## config.mk

```make
export PLATFORM = sky130hd
export DESIGN_NAME = ssr_seq
export DESIGN_NICKNAME = d
export VERILOG_FILES = /design/src/rtl/ssr_pkg.sv /design/src/rtl/ssr_seq.sv
export SDC_FILE = /design/constraint.sdc
export NUM_CORES = 1
export LEC_CHECK = 0
export CAP_MARGIN = 20
export CORE_ASPECT_RATIO = 0.75
export CORE_MARGIN = 3
export CORE_UTILIZATION = 34
export DETAILED_ROUTE_END_ITERATION = 8
export DONT_BUFFER_PORTS = 1
export SYNTH_ARGS = -nofsm -noshare
export SYNTH_HDL_FRONTEND = slang
export SYNTH_SLANG_ARGS = --single-unit
```

## constraint.sdc

```tcl
create_clock -name clk -period 6.8 [get_ports clk]
set_input_delay 1.02 -clock clk [delete_from_list [all_inputs] [get_ports clk]]
set_output_delay 1.02 -clock clk [all_outputs]
set_load 0.01 [all_outputs]
```

## src/rtl/ssr_pkg.sv

```systemverilog
package ssr_pkg;
   typedef enum logic [2:0] {
      ST_IDLE, ST_RD_SEL, ST_RD_LIP, ST_RD_PREV, ST_CAS_RD, ST_CAS_WR, ST_FIN
   } ssr_state_e;

   typedef enum logic [1:0] {
      REL_NONE      = 2'd0,
      REL_ALWAYS    = 2'd1,
      REL_ON_SWITCH = 2'd2
   } ssr_rel_e;

   localparam int unsigned REC_BYTES = 8;
endpackage

```

## src/rtl/ssr_seq.sv

```systemverilog
module ssr_seq
   import ssr_pkg::*;
#(
   parameter int unsigned SEL_W = 16
) (
   input  logic             clk,
   input  logic             rst_n,
   input  logic             start,
   input  logic [63:0]      ssp_in,
   input  logic [SEL_W-1:0] cs_sel,
   input  logic [63:0]      cs_base,
   input  logic [63:0]      rip,
   input  logic             long_code,
   input  logic [1:0]       rel_mode,
   input  logic             sel_ok,
   input  logic             lip_ok,
   input  logic             align_bad,
   input  logic             range_bad,
   output logic [SEL_W-1:0] lat_sel,
   output logic [63:0]      lat_lip,
   output logic             lat_long,
   output logic             mem_req,
   output logic             mem_we,
   output logic             mem_lock,
   output logic [63:0]      mem_addr,
   output logic [63:0]      mem_wdata,
   input  logic [63:0]      mem_rdata,
   input  logic             mem_ack,
   output logic [63:0]      new_ssp,
   output logic             cp_fault,
   output logic             gp_fault,
   output logic             done
);
   localparam logic [63:0] OFS_SEL = 64'(2 * REC_BYTES);
   localparam logic [63:0] OFS_LIP = 64'(REC_BYTES);
   localparam logic [63:0] OFS_TOK = 64'(3 * REC_BYTES);

   ssr_state_e  state;
   logic [63:0] orig_q, ssp_q, tok_q;
   logic [1:0]  rel_q;
   logic        want_rel;

   assign want_rel = (rel_q == REL_ALWAYS) ||
                     ((rel_q == REL_ON_SWITCH) && (mem_rdata != tok_q));

   always_ff @(posedge clk or negedge rst_n) begin
      if (!rst_n) begin
         state    <= ST_IDLE;
         orig_q   <= '0;
         ssp_q    <= '0;
         tok_q    <= '0;
         rel_q    <= '0;
         lat_sel  <= '0;
         lat_lip  <= '0;
         lat_long <= 1'b0;
         cp_fault <= 1'b0;
         gp_fault <= 1'b0;
         done     <= 1'b0;
      end else begin
         done <= 1'b0;
         case (state)
            ST_IDLE: if (start) begin
               orig_q   <= ssp_in;
               ssp_q    <= ssp_in;
               tok_q    <= ssp_in + OFS_TOK;
               rel_q    <= rel_mode;
               lat_sel  <= cs_sel;
               lat_lip  <= cs_base + rip;
               lat_long <= long_code;
               gp_fault <= 1'b0;
               if (ssp_in[2:0] != 3'b000) begin
                  cp_fault <= 1'b1;
                  state    <= ST_FIN;
               end else begin
                  cp_fault <= 1'b0;
                  state    <= ST_RD_SEL;
               end
            end
            ST_RD_SEL: if (mem_ack) begin
               if (!sel_ok) begin
                  cp_fault <= 1'b1;
                  state    <= ST_FIN;
               end else state <= ST_RD_LIP;
            end
            ST_RD_LIP: if (mem_ack) begin
               if (!lip_ok) begin
                  cp_fault <= 1'b1;
                  state    <= ST_FIN;
               end else state <= ST_RD_PREV;
            end
            ST_RD_PREV: if (mem_ack) begin
               if (align_bad) begin
                  cp_fault <= 1'b1;
                  state    <= ST_FIN;
               end else if (range_bad) begin
                  gp_fault <= 1'b1;
                  state    <= ST_FIN;
               end else begin
                  ssp_q <= mem_rdata;
                  state <= want_rel ? ST_CAS_RD : ST_FIN;
               end
            end
            ST_CAS_RD: if (mem_ack) begin
               state <= (mem_rdata == (tok_q | 64'd1)) ? ST_CAS_WR : ST_FIN;
            end
            ST_CAS_WR: if (mem_ack) state <= ST_FIN;
            ST_FIN: begin
               done  <= 1'b1;
               state <= ST_IDLE;
            end
            default: state <= ST_IDLE;
         endcase
      end
   end

   always_comb begin
      mem_req  = 1'b1;
      mem_addr = tok_q;
      case (state)
         ST_RD_SEL:  mem_addr = orig_q + OFS_SEL;
         ST_RD_LIP:  mem_addr = orig_q + OFS_LIP;
         ST_RD_PREV: mem_addr = orig_q;
         ST_CAS_RD, ST_CAS_WR: mem_addr = tok_q;
         default:    mem_req = 1'b0;
      endcase
   end

   assign mem_we    = (state == ST_CAS_WR);
   assign mem_lock  = (state == ST_CAS_RD) || (state == ST_CAS_WR);
   assign mem_wdata = tok_q;
   assign new_ssp   = ssp_q;


   done_pulse_chk: assert property (@(posedge clk) disable iff (!rst_n)
      done |=> !done);

   wr_locked_chk: assert property (@(posedge clk) disable iff (!rst_n)
      (mem_req && mem_we) |-> mem_lock);

   tok_clear_chk: assert property (@(posedge clk) disable iff (!rst_n)
      (mem_req && mem_we) |-> (!mem_wdata[0] && mem_wdata == mem_addr));

   fault_keep_chk: assert property (@(posedge clk) disable iff (!rst_n)
      (done && (cp_fault || gp_fault)) |-> (new_ssp == orig_q));

   req_hold_chk: assert property (@(posedge clk) disable iff (!rst_n)
      (mem_req && !mem_ack) |=> (mem_req && $stable(mem_addr)));

   addr_align_chk: assert property (@(posedge clk) disable iff (!rst_n)
      mem_req |-> (mem_addr[2:0] == 3'b000));

   fault_excl_chk: assert property (@(posedge clk) disable iff (!rst_n)
      !(cp_fault && gp_fault));
endmodule

```

==> results.md <==
Layout:
- Leaving out fill and tap cells, the most frequent cells in the layout are 556 x nand2_1, 278 x dfrtp_1, 229 x o21ai_0, 196 x a21oi_1, 182 x nor2_1.
- The final design area excluding fillers is roughly 0.021 sq mm.
- The area growth from synthesis to layout is 9.418%.
- The post-route netlist has a little over 4% of its cells at a drive strength greater than 1.
- The leading cell type in the layout, fill and taps excluded is nand2_1.
- The number of nets in the final layout is between 2000 and 3000.

Setup path:
- At the worst endpoint, the required time is slightly below 6 ns.
- The critical path class is reg -> out.
- Of all nets on the critical path, the largest fanout is 21.
- The most critical setup path has its startpoint at state[1]$_DFFE_PN0P_.
- STA classifies the critical path startpoint as a register.
- The slack of the worst reg-to-reg path is 2.58 ns.
- The launch point of the worst reg-to-reg path is state[1]$_DFFE_PN0P_.
- The endpoint arrival time on the critical path is 4.23 ns.
- The kind of cell with the highest combined delay along the critical path is simple AND/OR/NAND/NOR gates.
- The number of cells on the worst reg-to-reg path is 8.
- The sum of buffers and inverters on the critical path is 1.
- The timing endpoint of the critical path is mem_addr[18].
- Traced cell by cell, the critical path runs through inv_1 -> nor2_1 -> a21oi_1 -> nor2_1 -> nand2_1 -> nor3_1 -> a21oi_1 -> o21ai_0.
- The worst register-to-register path ends at new_ssp[30]$_DFFE_PN0P_.
- In this design, the stage delay of the slowest critical-path cell is 0.80 ns.
- The worst setup path is captured at a primary output.
- The slowest stage of the critical path belongs to the cell dfrtp_1.
- The count of cell instances traversed by the critical path is 8.

Global routing:
- Entering global routing, the biggest net connects between 200 and 300 pins.
- The wire length of the first global-routing pass is between 100 and 150 mm.
- The number of global-route vias before repair came to around 17000.
- The final global-route overflow total is 0.
- For this run, the total global-route usage over all layers was measured as a little over a quarter.
- The initial antenna violation count is 6.

Die:
- In this run the vertical extent of the chip is around 210 microns.
- The starting density of the core is 34.60%.
- The die covers 0.05858 sq mm.
- After floorplanning, the core was sized to cover 0.05472 sq mm.
- Row generation in the floorplan step produced 74 rows.
- The die boundary width is around 280 microns.
- The number of ports placed on the die boundary is around 560.

Yosys:
- The top cell type by area accounts for 36.75% of the synthesized area.
- After technology mapping, the gate count stands at between 2000 and 2500.
- The number of enable flip-flop cells after synthesis is 0.
- The number of nets produced by synthesis is 2760.
- The synthesized netlist occupies a cell area of around 0.019 sq mm.
- The total of warnings raised by yosys is 0.
- Of all flip-flops after synthesis, the portion carrying an async set or reset was 100.0%.
- The cell taking the most area after synthesis is dfrtp_1.
- In this run, synthesis produced a sequential element count of 278.
- By area the synthesized netlist is led by dfrtp_1 37%, nand2_1 11%, o21ai_0 6.1%.
- The most instantiated flip-flop cell in the synthesis netlist is dfrtp_1.
- In this run the mean area of a mapped cell was slightly below 8 sq um.
- The part of the Yosys area used for sequential elements is approximately 37%.
- The count of different cell masters after synthesis is 76.

Run:
- The max capacitance violation total is 0.

Clock tree:
- The CTS buffer count is 34.
- The number of setup buffers added after CTS is 0.
- TritonCTS built the clock tree.
- The count of hold-fix buffers inserted at cts is 0.
- The clock sink count is 278.
- The post-CTS resize count is 0.
- No sink is reached through more buffers than the 3 on the longest clock path.
- After clock tree synthesis, the clock-pin slew on the worst setup and hold paths is approximately 0.060 ns.
- The H-tree depth reported by CTS is 2.
- The insertion delay of the later-clocked pin in the worst-skew pair is 0.54 ns.
- The root buffer cell chosen for the clock tree is clkbuf_16.

Drt:
- The final layout contains routed wiring with a total length of slightly above 80 mm.
- Using the TritonRoute via totals, the vias-per-cell ratio works out to 5.787.
- The vias after detailed routing is 17783.
- The iteration count of the initial detailed-routing pass is 8.
- Dividing the detail-routed wire length by the instance count gives between 20 and 30 microns.
- The remaining antenna violation count after routing is 0.
- For this block, the initial DRC count from the detailed router was roughly 1600.
- The residual DRC count is 0.

STA:
- The total negative setup slack is 0 ns.
- Setup repair after global routing left no endpoint under its margin.
- The worst path uses 77.13% of the clock period.
- Subtracting the final worst setup slack from the clock period gives 5.245 ns.
- For this run, the top clock speed supported by timing is roughly 190 MHz.
- The number of max-slew violations in the final report is 0.
- For the pin with the worst max-slew slack, the measured transition is ~1.2 ns.
- Setup violations remaining at the end of the flow were counted as 0.
- The worst pin sits at a relative slew slack of approximately 22%.
- The number of hold-slack violations in the final timing report is 0.
- The setup skew after layout is between 0.015 and 0.02 ns.

Placement:
- The detailed placement HPWL is between 60 and 70 mm.
- At the end of routability-driven placement, the weighted congestion stood at a little under 1.
- The number of input and output port buffers inserted is 0.
- The placed instances occupy a cell area of roughly 0.02 sq mm.

Pwr:
- The worst-case IR drop observed on VDD is approximately 200 uV.
- The static leakage is about 0.0091 uW.
- The total power per unit cell area is 451.6 mW/mm^2.

Worst hold path:
- The class of the most critical hold timing path is in -> async.

Outcome:
- The flow ran to the end, and the final reports show no timing, DRC or antenna violations.
layout make-up:
class,count,area (sq um)
Clock buffer,46,989.7
Timing Repair Buffer,19,142.6
Antenna cell,3,7.507
Multi-Input combinational cell,1957,11330
Inverter,33,123.9
Tap cell,722,903.4
Fill cell,5647,34010
Clock inverter,15,256.5
Sequential cell,278,6957
registers in the layout (all words and copies together), names as in the netlist:
| signal | count |
|---|---|
| lat_lip | 64 |
| new_ssp | 64 |
| orig_q | 64 |
| mem_wdata | 61 |
| lat_sel | 16 |
| state | 3 |
| rel_q | 2 |
| cp_fault | 1 |
| done | 1 |
| gp_fault | 1 |
| lat_long | 1 |
report_power, final:
part,internal [uW],total [uW],switching [uW]
sequential,2410,3710,1300
clock,1290,2070,782
combinational,1130,3570,2440
per-stage QoR:
| stage | util [%] | setup WS (ns) | hold WS (ns) | total power [uW] | cells |
|---|---|---|---|---|---|
| global placement | 35.55 | 2.008 | 0.4991 | 7221 | 3008 |
| finish | 37.85 | 1.555 | 0.1944 | 9355 | 3073 |
| CTS | 37.84 | 1.721 | 0.1549 | 9414 | 3070 |
| floorplan | - | 3.249 | 0.4694 | 5749 | 2410 |
| detailed placement | 35.56 | 2.313 | 0.4963 | 7287 | 3009 |
| global route | 37.85 | 1.397 | 0.1594 | 9943 | 3073 |
cells in the mapped netlist (all sizes together) (5+ instances only):
cell type / count
nand2: 558
dfrtp: 278
o21ai: 242
a21oi: 196
nor2: 183
xor2: 118
clkbuf: 113
xnor2: 84
nand3: 70
mux2i: 67
ha: 66
nand4: 47
nor3: 42
inv: 33
a21o: 31
and3: 31
buf: 29
nor4: 28
a31oi: 17
o21a: 12
o21bai: 12
a22oi: 10
and2: 9
o211ai: 9
o31ai: 8
and4: 7
nand2b: 7
or3: 7
a211oi: 6
a221o: 6
or2: 6
a221oi: 5
a2bb2oi: 5
nor2b: 5
o22a: 5
or4: 5
per-layer routing:
metal	wire, microns	track usage (%)
met5	27	0
met4	3283	10.68
met3	7677	8.061
met2	36130	41.65
met1	33470	34.56
worst min-delay path by stage:
stage,from,to,depth (start not counted)
final,rst_n,mem_wdata[22]$_DFFE_PN0P_,0
after global routing,rst_n,new_ssp[20]$_DFFE_PN0P_,0
after CTS,rst_n,lat_lip[1]$_DFFE_PN0P_,0
after detailed placement,rel_q[0]$_DFFE_PN0P_,rel_q[0]$_DFFE_PN0P_,2
after global placement,rel_q[0]$_DFFE_PN0P_,rel_q[0]$_DFFE_PN0P_,2
after floorplan,rel_q[0]$_DFFE_PN0P_,rel_q[0]$_DFFE_PN0P_,2
cells by family (layout without fill, tap and decap cells):
family / after synthesis / in the layout / synth area share [%]
AND/OR/NAND/NOR: 1009 / 1009 / 23.13
XOR/XNOR: 202 / 202 / 9.346
flip-flops: 278 / 278 / 36.75
adder cells (fa/ha/maj): 67 / 67 / 4.468
AO/OA/AOI/OAI: 612 / 612 / 19.15
buffers and inverters: 175 / 113 / 3.615
multiplexers: 67 / 67 / 3.543
other: 0 / 3 / 0
worst register-to-register path: cells and delay by family (launching register included):
kind	cells	cell delay (ns)
AOI/OAI and AO/OA	2	0.53
buffers and inverters	3	1.74
DFF	1	0.80
and+or+nand+nor	3	1.06
Note: power is estimated with default switching activity, not from simulation.
